[src/rtl/dmaring_pkg.sv]
// Shared constants and register-select encoding for the circular DMA pointer.
// Assumes byte addressing and a fixed 4-byte bus word.
package dmaring_pkg;

    typedef enum logic [1:0] {
        SEL_START = 2'd0,
        SEL_END   = 2'd1,
        SEL_CODE  = 2'd2,
        SEL_CLEAR = 2'd3
    } cfg_sel_e;

    localparam int CODE_W     = 4;   // width of the interval code
    localparam int CODE_LSB   = 4;   // code position inside the configuration word
    localparam int MIN_SHIFT  = 5;   // code 0 selects 2^5 = 32 bytes
    localparam int WORD_BYTES = 4;   // pointer step per transferred word

endpackage

[src/rtl/dmaring_cfg.sv]
// Configuration registers: start address, end address and interval code.
// Also decodes the write-one-to-clear strobe for the interrupt flag.
// Assumes the writer keeps start and end word-aligned with end above start.
module dmaring_cfg
    import dmaring_pkg::*;
#(
    parameter int AW = 32,
    parameter int DW = 32
) (
    input  logic              clk,
    input  logic              rst_n,
    input  logic              cfg_we,
    input  logic [1:0]        cfg_sel,
    input  logic [DW-1:0]     cfg_wdata,
    output logic [AW-1:0]     start_q,
    output logic [AW-1:0]     end_q,
    output logic [CODE_W-1:0] code_q,
    output logic              clr_req
);

    cfg_sel_e sel;

    // Interpret the raw select bits as the register enum
    always_comb begin
        sel = cfg_sel_e'(cfg_sel);
    end

    // Load the addressed register on a write
    always_ff @(posedge clk) begin
        if (!rst_n) begin
            start_q <= '0;
            end_q   <= '0;
            code_q  <= '0;
        end else if (cfg_we) begin
            case (sel)
                SEL_START: start_q <= cfg_wdata[AW-1:0];
                SEL_END:   end_q   <= cfg_wdata[AW-1:0];
                SEL_CODE:  code_q  <= cfg_wdata[CODE_LSB +: CODE_W];
                default:   ;
            endcase
        end
    end

    // Flag clear request: a write of one to bit 0 of the clear register
    always_comb begin
        clr_req = cfg_we && (sel == SEL_CLEAR) && cfg_wdata[0];
    end

endmodule

[src/rtl/dmaring_ptr.sv]
// Pointer engine: reloads on enable rise and on reaching the end address,
// otherwise steps by one word per accepted transfer while enabled.
// Reports each counted step and the address it lands on.
module dmaring_ptr
    import dmaring_pkg::*;
#(
    parameter int AW = 32
) (
    input  logic          clk,
    input  logic          rst_n,
    input  logic          xfer_en,
    input  logic          word_ok,
    input  logic [AW-1:0] start_q,
    input  logic [AW-1:0] end_q,
    output logic [AW-1:0] ptr_q,
    output logic          step_fire,
    output logic [AW-1:0] step_addr
);

    localparam logic [AW-1:0] STEP = AW'(WORD_BYTES);

    logic en_q;
    logic en_rise;
    logic at_end;

    // Previous enable, for edge detection
    always_ff @(posedge clk) begin
        if (!rst_n) begin
            en_q <= 1'b0;
        end else begin
            en_q <= xfer_en;
        end
    end

    // Decode reload and step conditions for this cycle
    always_comb begin
        en_rise   = xfer_en && !en_q;
        at_end    = (ptr_q == end_q);
        step_addr = ptr_q + STEP;
        step_fire = xfer_en && !en_rise && !at_end && word_ok;
    end

    // Pointer register update
    always_ff @(posedge clk) begin
        if (!rst_n) begin
            ptr_q <= '0;
        end else if (en_rise) begin
            ptr_q <= start_q;
        end else if (xfer_en && at_end) begin
            ptr_q <= start_q;
        end else if (step_fire) begin
            ptr_q <= step_addr;
        end
    end

endmodule

[src/rtl/dmaring_irq.sv]
// Interval interrupt: builds the alignment mask from the code, pulses for one
// cycle when a counted step lands on an aligned address, and keeps a sticky
// flag cleared by software. A pulse beats a same-edge clear.
module dmaring_irq
    import dmaring_pkg::*;
#(
    parameter int AW = 32
) (
    input  logic              clk,
    input  logic              rst_n,
    input  logic [CODE_W-1:0] code_q,
    input  logic              step_fire,
    input  logic [AW-1:0]     step_addr,
    input  logic              clr_req,
    output logic              irq_pulse,
    output logic              irq_flag
);

    logic [AW-1:0] mask;
    logic          aligned;

    // One mask bit per address bit: set below the interval shift
    for (genvar i = 0; i < AW; i++) begin : g_mask
        assign mask[i] = (i < (MIN_SHIFT + int'(code_q)));
    end

    // Boundary test on the landing address
    always_comb begin
        aligned = ((step_addr & mask) == '0);
    end

    // Single-cycle interrupt pulse
    always_ff @(posedge clk) begin
        if (!rst_n) begin
            irq_pulse <= 1'b0;
        end else begin
            irq_pulse <= step_fire && aligned;
        end
    end

    // Sticky flag, set wins over clear
    always_ff @(posedge clk) begin
        if (!rst_n) begin
            irq_flag <= 1'b0;
        end else if (irq_pulse) begin
            irq_flag <= 1'b1;
        end else if (clr_req) begin
            irq_flag <= 1'b0;
        end
    end

endmodule

[src/rtl/dmaring_offset.sv]
// Position within the ring: pointer minus start, folded to zero when the
// pointer sits on the end address. Purely combinational.
module dmaring_offset #(
    parameter int AW = 32
) (
    input  logic [AW-1:0] ptr_q,
    input  logic [AW-1:0] start_q,
    input  logic [AW-1:0] end_q,
    output logic [AW-1:0] offset
);

    logic [AW-1:0] raw;
    logic [AW-1:0] span;

    // Distance from start and ring length, fold length to zero
    always_comb begin
        raw    = ptr_q - start_q;
        span   = end_q - start_q;
        offset = (raw == span) ? '0 : raw;
    end

endmodule

[src/rtl/dmaring_top.sv]
// Circular DMA address pointer with power-of-two boundary interrupt.
// Assumes word-aligned start/end with end above start; physical addressing.
module dmaring_top
    import dmaring_pkg::*;
#(
    parameter int AW = 32
) (
    input  logic          clk,
    input  logic          rst_n,
    input  logic          cfg_we,
    input  logic [1:0]    cfg_sel,
    input  logic [31:0]   cfg_wdata,
    input  logic          xfer_en,
    input  logic          word_ok,
    output logic [AW-1:0] cur_ptr,
    output logic [AW-1:0] buf_offset,
    output logic          irq_pulse,
    output logic          irq_flag
);

    logic [AW-1:0]     start_q;
    logic [AW-1:0]     end_q;
    logic [CODE_W-1:0] code_q;
    logic              clr_req;
    logic              step_fire;
    logic [AW-1:0]     step_addr;

    dmaring_cfg #(.AW(AW), .DW(32)) i_cfg (
        .clk       (clk),
        .rst_n     (rst_n),
        .cfg_we    (cfg_we),
        .cfg_sel   (cfg_sel),
        .cfg_wdata (cfg_wdata),
        .start_q   (start_q),
        .end_q     (end_q),
        .code_q    (code_q),
        .clr_req   (clr_req)
    );

    dmaring_ptr #(.AW(AW)) i_ptr (
        .clk       (clk),
        .rst_n     (rst_n),
        .xfer_en   (xfer_en),
        .word_ok   (word_ok),
        .start_q   (start_q),
        .end_q     (end_q),
        .ptr_q     (cur_ptr),
        .step_fire (step_fire),
        .step_addr (step_addr)
    );

    dmaring_irq #(.AW(AW)) i_irq (
        .clk       (clk),
        .rst_n     (rst_n),
        .code_q    (code_q),
        .step_fire (step_fire),
        .step_addr (step_addr),
        .clr_req   (clr_req),
        .irq_pulse (irq_pulse),
        .irq_flag  (irq_flag)
    );

    dmaring_offset #(.AW(AW)) i_off (
        .ptr_q   (cur_ptr),
        .start_q (start_q),
        .end_q   (end_q),
        .offset  (buf_offset)
    );

endmodule

[config.mk]
export PLATFORM = sky130hd
export DESIGN_NAME = dmaring_top
export DESIGN_NICKNAME = d
export VERILOG_FILES = /design/src/rtl/dmaring_pkg.sv /design/src/rtl/dmaring_cfg.sv /design/src/rtl/dmaring_ptr.sv /design/src/rtl/dmaring_irq.sv /design/src/rtl/dmaring_offset.sv /design/src/rtl/dmaring_top.sv
export SDC_FILE = /design/constraint.sdc
export NUM_CORES = 1
export LEC_CHECK = 0
export ABC_AREA = 1
export BUFFER_PORTS_ARGS = -buffer_cell sky130_fd_sc_hd__buf_2
export CAP_MARGIN = 5
export CORE_MARGIN = 10
export CORE_UTILIZATION = 27
export CTS_BUF_LIST = sky130_fd_sc_hd__clkbuf_8
export DETAILED_ROUTE_END_ITERATION = 7
export GPL_ROUTABILITY_DRIVEN = 0
export GPL_TIMING_DRIVEN = 0
export HOLD_SLACK_MARGIN = 0.15
export REMOVE_ABC_BUFFERS = 1
export SETUP_SLACK_MARGIN = 0.15
export SLEW_MARGIN = 20
export SYNTH_ARGS = -nofsm -noshare
export SYNTH_HDL_FRONTEND = slang
export SYNTH_HIERARCHICAL = 1
export SYNTH_SLANG_ARGS = --single-unit
[constraint.sdc]
create_clock -name clk -period 3.6 [get_ports clk]
set_input_delay 0.72 -clock clk [delete_from_list [all_inputs] [get_ports clk]]
set_output_delay 0.72 -clock clk [all_outputs]
set_load 0.01 [all_outputs]
==> results of run 1 <==
## layout by cell type (no fill, tap or decap), types with 9 or more instances in the layout
master    netlist  layout
nand2_1       953     888
inv_1         456     422
nor2_1        268     246
nand3_1       197     186
nand2_2        34      78
buf_2          25      73
a21oi_1        89      72
dfxtp_1       103      60
inv_2          18      47
ha_4            0      46
dfxtp_2         0      34
xnor2_1        36      34
buf_6          12      31
nand2_4         6      27
buf_4           6      26
xor2_1         32      26
nor2_2         10      24
nand4_1        20      20
ha_1           67      18
a21oi_2         2      17
nand3b_1       16      16
nor2_4          4      12
nand3_2         2      12
clkbuf_8        0      10
nor3_2          7      10
dfxtp_4         0       9
nor3_1         13       9
## metal layers
| layer | vias to the layer above | track usage [%] | wire, um |
|---|---|---|---|
| li1 | 7458 | - | - |
| met1 | 6463 | 21.7 | 21700 |
| met2 | 415 | 27.7 | 22300 |
| met3 | 40 | 1.43 | 2800 |
| met4 | 0 | 3.69 | 800 |
| met5 | - | 0 | 0 |
## worst reg2reg max path: cells and delay by family, from the launching register on
family          cells  cell delay, ns
compound gates      1            0.14
simple gates        8            1.21
xor+xnor            1            0.37
flops               1            0.49
fa+ha+maj           1            0.36
## report_power, final
part / switching, mW / internal, mW
combinational: 2.27 / 1.38
clock: 0.458 / 0.276
sequential: 0.152 / 1.21
## cell usage after synthesis, types with 2 or more instances
| master | count | area share (%) |
|---|---|---|
| nand2_1 | 953 | 28 |
| inv_1 | 456 | 13 |
| nor2_1 | 268 | 7.9 |
| nand3_1 | 197 | 7.7 |
| dfxtp_1 | 103 | 16 |
| a21oi_1 | 89 | 3.5 |
| ha_1 | 67 | 6.6 |
| xnor2_1 | 36 | 2.5 |
| nand2_2 | 34 | 1.7 |
| xor2_1 | 32 | 2.2 |
| buf_2 | 25 | 0.98 |
| nand4_1 | 20 | 0.98 |
| inv_2 | 18 | 0.53 |
| nand3b_1 | 16 | 0.94 |
| nor3_1 | 13 | 0.51 |
| buf_6 | 12 | 1.1 |
| clkbuf_1 | 10 | 0.29 |
| nor2_2 | 10 | 0.49 |
| nor3_2 | 7 | 0.55 |
| buf_4 | 6 | 0.35 |
| nand2_4 | 6 | 0.53 |
| o21bai_1 | 5 | 0.29 |
| nor2_4 | 4 | 0.35 |
| and2_1 | 3 | 0.15 |
| and3_1 | 3 | 0.15 |
| nand3_4 | 3 | 0.41 |
| o21ai_0 | 3 | 0.12 |
| o21ai_1 | 3 | 0.12 |
| or2_2 | 3 | 0.15 |
| a21oi_2 | 2 | 0.14 |
| fa_1 | 2 | 0.31 |
| nand3_2 | 2 | 0.16 |
| nor4_1 | 2 | 0.098 |
## registers in the layout, summed over array words and instances, names as in the netlist
register and count:
i_ptr/en_q 1, i_irq/irq_flag 1, i_cfg/start_q 32, i_ptr/ptr_q 32, i_irq/irq_pulse 1, i_cfg/end_q 32
i_cfg/code_q 4
## through the flow
step                hold slack, ns  instance area [um2]  worst slack (ns)
finish                       0.493                15700            -0.526
global route                 0.517                15700            -0.734
CTS                          0.488                15000            -0.523
detailed placement           0.462                13700            -0.705
global placement             0.458                13700            -0.711
floorplan                    0.473                12400             0.189
## cell type report
type                       count  share of cell area [%]
tap                          607                    4.84
timing repair buffer         136                    6.70
sequential                   103                    13.6
clock buffer                  10                   0.878
inverter                     475                    11.5
clock inverter                 6                   0.263
multi-input combinational   1791                    62.2
## what timing repair did
item,in CTS,in global routing
gates cloned,2,1
setup buffers,17,11
endpoints found under the setup margin,32,32
resized for setup,234,148
pin swaps,25,38
## how the worst min path moves through the flow
stage	start	endpoint	slack, ns	cells after the start
final	i_irq/irq_pulse$_SDFF_PN0_	i_irq/irq_flag$_SDFFE_PN0P_	0.49	1
after global routing	i_irq/irq_pulse$_SDFF_PN0_	i_irq/irq_flag$_SDFFE_PN0P_	0.52	1
after CTS	i_irq/irq_pulse$_SDFF_PN0_	i_irq/irq_flag$_SDFFE_PN0P_	0.49	1
after detailed placement	i_irq/irq_pulse$_SDFF_PN0_	i_irq/irq_flag$_SDFFE_PN0P_	0.46	1
after global placement	i_irq/irq_pulse$_SDFF_PN0_	i_irq/irq_flag$_SDFFE_PN0P_	0.46	1
after floorplan	i_cfg/start_q[10]$_SDFFE_PN0P_	i_cfg/start_q[10]$_SDFFE_PN0P_	0.47	2
## logic make-up (layout without fill, tap and decap cells)
family | count (synthesis) | after routing | synth area share, %
AOI/OAI and AO/OA | 106 | 106 | 4.39
DFF | 103 | 103 | 16.2
xor gates and xnor gates | 69 | 69 | 4.80
adders and majority gates | 69 | 69 | 6.89
buffers and inverters | 530 | 627 | 16.7
and+or+nand+nor | 1546 | 1547 | 51.0
==> results.yml, run 1 <==
worst_setup_path:
  cp-startpoint: "i_cfg/start_q[10]$_SDFFE_PN0P_"
  endpoint: "buf_offset[17]"
  worstPathRequired_ns: 2.88
  path_class: "reg2out"
  cp.arrival_ns: 3.41
  endpoint_kind: "primary output"
  startpoint_type: "flip-flop"
  r2r_setup_slack_ns: 0.93
  worstPathMaxFanout: 5
  path_cells: "inv_1 > ha_4 > nand2_2 > nor2_4 > inv_2 > nor3_2 > nand2_2 > buf_4 > nand3_1 > nand2_1 > nand2_1 > nand2_1 > nor2_1 > nand4_1 > nor2_4 > buf_6 > nand3_4 > clkbuf_16 > nand2_2 > inv_2 > buf_6"
  cp_slowest_stage_delay_ns: 0.38
  path_depth: 21
  path_buf_inv: 7
  rr_endpoint: "i_irq/irq_pulse$_SDFF_PN0_"
  cpMaxStageDelayCell: "dfxtp_2"
  reg2reg_depth: 11
  cp_top_family: "simple AND/OR/NAND/NOR gates"
  reg2reg_from: "i_ptr/ptr_q[3]$_SDFFE_PN0P_"
routing:
  vias_per_cell: 4.60
  drt_pass1_iterations: 5
  vias: 14400
  drc: 0
  drt_iter0_drc: 1238
  detail-route-antenna-nets: 0
  wl_per_cell_um: 15.2
  routed_wl_um: 47500
clock_tree:
  numCtsBuffers: 9
  cts_tree: "yes"
  clkTransAtPathRegs_ns: 0.11
  cts_num_sinks: 103
  postCtsHoldBufs: 0
  clock_latency_ns: 0.39
  cts_root_buffer: "clkbuf_8"
  clockBufferDepth: 2
  cts_max_level: 3
floorplanning:
  io_pins: 105
  core_area_mm2: 0.0467
  die_w_um: 237
  initial_core_util_pct: 27.3
  row_count: 79
  die_h_um: 237
  dieArea_mm2: 0.0563
timing:
  worst_slew_pin_slew_ns: 0.908
  fin_ws_ns: -0.526
  fin_crit_ns: 4.13
  setup_viol: 32
  fin_skew_ns: 0.0175
  grt_setup_unrepaired: "yes"
  min_period_over_period_pct: 115
  clock.fmax_mhz: 242
  relSlewSlack_pct: 39.1
  setup_tns_ns: -14.77
  finalHoldViolCount: 0
  slew_violations: 0
yosys:
  synth_warnings: 6
  syn_inst: 2423
  syn_area_per_cell_um2: 5.26
  synth.distinct_cells: 43
  synth_edf_count: 0
  async_flop_share_pct: 0
  syn-cell-area_mm2: 0.0127
  synth-seq-cells: 103
  yosys_most_used_dff: "dfxtp_1"
  yosysSeqAreaShare_pct: 16.2
placed_design:
  dpl.hpwl_um: 37700
  dp_cells: 3081
  port_buffers: 104
finish:
  nets: 2624
  seqCellArea_mm2: 0.00214
  diodes: 0
  filler_cell_count: 5305
  syn_to_final_growth_pct: 23.0
  fin_util_pct: 33.6
  finalNonFillerCells: 3128
  drive_gt1_share_pct: 19.8
  multiInputGateArea_mm2: 0.00975
power:
  power.total_mw: 5.75
  p_leak_nw: 8.49
  p_per_area_mw_per_mm2: 367
  ir_drop_mv: 0.154
run_status:
  violations: "negative setup slack"
  outcome: "complete, but fails checks"
global_route:
  grt_overflow: 0
  grt_usage_pct: 16.2
  antenna_found_initial: 0
  grt_max_degree: 68
  first_global_vias: 13100
  grt_pass1_wl_um: 72800
hold_path:
  hold_path_class: "reg2reg"
job:
  maxCapViolCount: 0
(Power assumes the default switching activity.)
==> inputs of run 2 (changes only) <==
--- a/config.mk
+++ b/config.mk
@@ -8,7 +8,6 @@
 export ABC_AREA = 1
 export BUFFER_PORTS_ARGS = -buffer_cell sky130_fd_sc_hd__buf_2
 export CAP_MARGIN = 5
-export CORE_MARGIN = 10
 export CORE_UTILIZATION = 27
 export CTS_BUF_LIST = sky130_fd_sc_hd__clkbuf_8
 export DETAILED_ROUTE_END_ITERATION = 7
==> run 2 against run 1 <==
- the run still ends with negative setup slack left
- routed wire length shrank 2.6%
- fmax grew 0.85%
- core utilization shrank 0.29 points
- largest power group unchanged
==> results.yml, run 2 (synthesis results as in run 1) <==
placed_design:
  dpl_cell_area_mm2: 0.0137
  dpl.hpwl_um: 36800
  port_buffers: 104
  dp_cells: 3082
routing:
  drc: 0
  drt_pass1_iterations: 6
  wl_per_cell_um: 14.8
  drt_iter0_drc: 1272
  vias_per_cell: 4.62
  detail-route-antenna-nets: 0
  routed_wl_um: 46300
  vias: 14400
floorplanning:
  die_w_um: 219
  initial_core_util_pct: 27.4
  dieArea_mm2: 0.0481
  io_pins: 105
  core_area_mm2: 0.0466
  row_count: 79
  die_h_um: 219
finish:
  seqCellArea_mm2: 0.00216
  nets: 2617
  filler_cell_count: 5224
  drive_gt1_share_pct: 19.1
  multiInputGateArea_mm2: 0.00969
  layout_common_cells: "nand2_1, inv_1, nor2_1"
  finalNonFillerCells: 3121
  syn_to_final_growth_pct: 21.7
  reg.largest.list: "i_cfg/end_q: 32 flops, i_cfg/start_q: 32 flops, i_ptr/ptr_q: 32 flops"
  final_area_mm2: 0.0155
  layout_commonest_cell: "nand2_1"
  diodes: 0
run_status:
  violations: "negative setup slack"
  outcome: "complete, but fails checks"
worst_setup_path:
  endpoint_kind: "primary output"
  cp.arrival_ns: 3.37
  r2r_setup_slack_ns: 0.92
  path_class: "reg2out"
  reg2reg_depth: 14
  cp-startpoint: "i_ptr/ptr_q[11]$_SDFFE_PN0P_"
  reg2reg_from: "i_ptr/ptr_q[3]$_SDFFE_PN0P_"
  startpoint_type: "flip-flop"
  rr_endpoint: "i_irq/irq_pulse$_SDFF_PN0_"
  worstPathMaxFanout: 12
  worstPathRequired_ns: 2.88
clock_tree:
  clkTransAtPathRegs_ns: 0.11
  cts_max_level: 3
  cts_tree: "yes"
  postCtsHoldBufs: 0
  clock_latency_ns: 0.42
  numCtsBuffers: 9
  clockBufferDepth: 2
  cts_root_buffer: "clkbuf_8"
  cts_num_sinks: 103
hold_path:
  hold-path-endpoint: "i_irq/irq_flag$_SDFFE_PN0P_"
  hp-start: "i_irq/irq_pulse$_SDFF_PN0_"
  hold_path_class: "reg2reg"
  whs_path_depth: 1
timing:
  worst_slew_pin_slew_ns: 0.940
  fin_ws_ns: -0.491
  clock.fmax_mhz: 244
  slew_violations: 0
  grt_setup_unrepaired: "yes"
  setup_viol: 32
  fin_crit_ns: 4.09
  min_period_over_period_pct: 114
  relSlewSlack_pct: 36.9
  fin_skew_ns: 0.0137
  finalHoldViolCount: 0
  setup_tns_ns: -14.90
power:
  p_per_area_mw_per_mm2: 364
  ir_drop_mv: 0.155
  power.total_mw: 5.65
  p_leak_nw: 8.43
global_route:
  grt_usage_pct: 19.2
  grt_overflow: 0
  grt_pass1_wl_um: 71300
  antenna_found_initial: 0
  grt_max_degree: 68
  first_global_vias: 13000
job:
  maxCapViolCount: 0
run 2: how the worst max path moves through the flow:
stage	endpoint	slack, ns	depth (start not counted)
detailed placement	buf_offset[6]	-0.74	16
floorplan	buf_offset[0]	0.19	19
global route	buf_offset[19]	-0.69	22
finish	buf_offset[5]	-0.49	20
CTS	buf_offset[6]	-0.54	22
global placement	buf_offset[6]	-0.75	16
run 2: routing by layer:
metal  GRT usage, %  part of all wire (%)  vias up
li1               -                     -     7438
met1           26.3                    47     6519
met2           31.9                    46      397
met3           1.26                   4.6       58
met4           5.88                   2.5        0
met5              0                     0        -
run 2: critical path, stage by stage (launching register included):
cell and delay [ns]:
dfxtp_2 0.51, ha_4 0.28, nand2_2 0.14, inv_1 0.05, nand2_1 0.06, nand2_1 0.10, a21oi_2 0.18, nand2_2 0.13
buf_4 0.15, nand2_1 0.04, nand2_1 0.10, nand2_1 0.08, nand2_1 0.05, nor2_1 0.08, nand4_1 0.20, nor2_4 0.26
nand3_4 0.12, buf_12 0.17, nand2_1 0.06, inv_1 0.03, buf_2 0.14
run 2: repair_timing:
action                                  4_1_cts  5_1_grt
cloned                                        1        1
gates resized for setup                     193      156
pin swaps                                    18       17
endpoints found under the setup margin       32       32
setup buffers                                11       10
run 2: stage by stage:
step	worst slack, ns	hold slack [ns]	util, %
2_1_floorplan	0.189	0.473	-
3_3_place_gp	-0.750	0.456	29.4
3_5_place_dp	-0.740	0.463	29.5
4_1_cts	-0.541	0.490	31.8
5_1_grt	-0.686	0.506	33.3
6_report	-0.491	0.485	33.3
run 2: cell type report:
class	count	share of cell area (%)
Clock buffer	9	0.799
Clock inverter	7	0.411
Inverter	475	11.5
Multi-Input combinational cell	1791	62.5
Sequential cell	103	14.0
Tap cell	607	4.90
Timing Repair Buffer	129	5.94
run 2: report_power, final:
group,switching (mW),internal (mW),leakage (nW)
clock,0.480,0.265,0.0834
sequential,0.153,1.21,0.869
combinational,2.23,1.31,7.47
==> inputs of run 3 (changes only) <==
--- a/config.mk
+++ b/config.mk
@@ -14,6 +14,7 @@
 export GPL_ROUTABILITY_DRIVEN = 0
 export GPL_TIMING_DRIVEN = 0
 export HOLD_SLACK_MARGIN = 0.15
+export PLACE_DENSITY = 0.49
 export REMOVE_ABC_BUFFERS = 1
 export SETUP_SLACK_MARGIN = 0.15
 export SLEW_MARGIN = 20
==> run 3 against run 2 <==
- the run still ends with negative setup slack left
- critical path depth is the same
- non-clock buffer count shrank 3
- cell area grew 0.83%
- core utilization grew 0.28 points
- worst setup slack gained 0.013 ns
- fmax grew 0.33%
- count of clock-buffer cells in the layout grew 1
- final cell count is essentially flat
- global-route usage grew 0.86 points
- sequential power is essentially flat
- largest cell class unchanged
==> results.yml, run 3 (synthesis results as in run 1) <==
timing:
  fin_crit_ns: 4.08
  worst_slew_pin_slew_ns: 1.06
  grt_setup_unrepaired: "yes"
  fin_ws_ns: -0.478
  relSlewSlack_pct: 29.0
  slew_violations: 0
  setup_viol: 32
  min_period_over_period_pct: 113
  fin_skew_ns: 0.0111
  finalHoldViolCount: 0
  clock.fmax_mhz: 245
placed_design:
  port_buffers: 104
  dpl_cell_area_mm2: 0.0137
  dpl.hpwl_um: 39300
  dp_cells: 3081
global_route:
  grt_overflow: 0
  grt_pass1_wl_um: 74100
  antenna_found_initial: 1
  grt_max_degree: 68
  first_global_vias: 13400
  grt_usage_pct: 20.0
finish:
  filler_cell_count: 5263
  drive_gt1_share_pct: 20.4
  finalNonFillerCells: 3118
  nets: 2614
  syn_to_final_growth_pct: 22.7
  diodes: 0
  layout_common_cells: "nand2_1, inv_1, nor2_1"
  final_area_mm2: 0.0156
  layout_commonest_cell: "nand2_1"
  reg.largest.list: "i_cfg/end_q: 32 flops, i_cfg/start_q: 32 flops, i_ptr/ptr_q: 32 flops"
routing:
  detail-route-antenna-nets: 0
  routed_wl_um: 48000
  drc: 0
  vias_per_cell: 4.57
  drt_iter0_drc: 945
  drt_pass1_iterations: 5
  vias: 14300
  wl_per_cell_um: 15.4
worst_setup_path:
  worstPathRequired_ns: 2.88
  startpoint_type: "flip-flop"
  endpoint_kind: "primary output"
  rr_endpoint: "i_irq/irq_pulse$_SDFF_PN0_"
  worstPathMaxFanout: 8
  reg2reg_depth: 14
  r2r_setup_slack_ns: 0.78
  path_class: "reg2out"
  cp.arrival_ns: 3.36
  reg2reg_from: "i_ptr/ptr_q[3]$_SDFFE_PN0P_"
clock_tree:
  cts_max_level: 3
  cts_tree: "yes"
  postCtsHoldBufs: 0
  clockBufferDepth: 2
  clkTransAtPathRegs_ns: 0.10
  cts_num_sinks: 103
  clock_latency_ns: 0.38
  cts_root_buffer: "clkbuf_8"
  numCtsBuffers: 9
job:
  maxCapViolCount: 0
hold_path:
  hold-path-endpoint: "i_irq/irq_flag$_SDFFE_PN0P_"
  hp-start: "i_irq/irq_pulse$_SDFF_PN0_"
  hold_path_class: "reg2reg"
  whs_path_depth: 1
floorplanning:
  initial_core_util_pct: 27.4
  core_area_mm2: 0.0466
  dieArea_mm2: 0.0481
  die_w_um: 219
  io_pins: 105
  row_count: 79
  die_h_um: 219
run_status:
  outcome: "complete, but fails checks"
  violations: "negative setup slack"
power:
  p_per_area_mw_per_mm2: 366
  ir_drop_mv: 0.152
  p_leak_nw: 8.48
-- run 3: cell count changes in the layout (fill, tap and decap cells not counted), moves of 5 or more --
cell / before / now
dfxtp_2: 34 / 40
nand2_1: 901 / 883
buf_6: 18 / 24
nor2_2: 19 / 25
ha_1: 16 / 11
ha_2: 7 / 16
nand2_4: 21 / 37
buf_4: 20 / 15
-- run 3: what timing repair did --
item / in CTS / in global routing
gates cloned: 2 / 0
endpoints found under the setup margin: 32 / 32
endpoints found under the hold margin: 0 / 0
setup buffers: 16 / 3
gates resized for setup: 195 / 204
pin swaps: 29 / 34
-- run 3: cell type report --
type	count	area (um2)	area share (%)
Multi-Input combinational cell	1791	9820	62.8
Sequential cell	103	2160	13.8
Inverter	475	1790	11.4
Timing Repair Buffer	126	916	5.86
Tap cell	607	759	4.86
Clock buffer	10	138	0.880
Clock inverter	6	53.8	0.344
-- run 3: critical path, cell delays in order (launching register included) --
cell and delay (ns):
dfxtp_2 0.51, ha_4 0.28, nand2_2 0.12, inv_1 0.09, a21oi_2 0.22, nand3_2 0.17
nand2_1 0.20, nand2_1 0.09, nand2_1 0.07, nand2_1 0.06, nand2_1 0.05, nand2_1 0.05
nor2_1 0.15, nand2_1 0.12, nor2_4 0.16, buf_4 0.15, nand3_4 0.10, buf_12 0.16
nand2_2 0.06, inv_2 0.03, buf_2 0.12
-- run 3: metrics by stage --
step | util, % | power [mW] | setup TNS (ns) | setup slack, ns | hold WS (ns)
floorplan | - | 3.42 | 0 | 0.189 | 0.473
global placement | 29.4 | 4.33 | -22.34 | -0.781 | 0.448
detailed placement | 29.5 | 4.37 | -22.16 | -0.780 | 0.455
CTS | 31.9 | 5.39 | -16.15 | -0.526 | 0.479
global route | 33.6 | 6.24 | -19.71 | -0.655 | 0.506
finish | 33.6 | 5.73 | -13.98 | -0.478 | 0.474
-- run 3: layer usage --
layer | share of wire, % | wire length (um) | global-route usage (%) | up-vias
met3 | 3.5 | 1690 | 0.984 | 62
met5 | 0 | 0 | 0 | -
li1 | - | - | - | 7437
met4 | 2.6 | 1260 | 5.65 | 0
met1 | 48 | 22900 | 27.3 | 6462
met2 | 46 | 22100 | 34.0 | 291
-- run 3: worst max path at each step --
| stage | end | slack [ns] | start |
|---|---|---|---|
| after floorplan | buf_offset[0] | 0.19 | i_ptr/ptr_q[0]$_SDFFE_PN0P_ |
| after global placement | buf_offset[6] | -0.78 | i_ptr/ptr_q[10]$_SDFFE_PN0P_ |
| after detailed placement | buf_offset[6] | -0.78 | i_cfg/start_q[0]$_SDFFE_PN0P_ |
| after CTS | buf_offset[15] | -0.53 | i_cfg/start_q[0]$_SDFFE_PN0P_ |
| after global routing | buf_offset[14] | -0.65 | i_cfg/end_q[26]$_SDFFE_PN0P_ |
| final | buf_offset[13] | -0.48 | i_ptr/ptr_q[10]$_SDFFE_PN0P_ |
-- run 3: where the power goes --
part           switching (mW)  leakage, nW  internal (mW)
combinational            2.28         7.50           1.34
sequential              0.156        0.870           1.21
clock                   0.414        0.106          0.333
total                    2.85         8.48           2.88
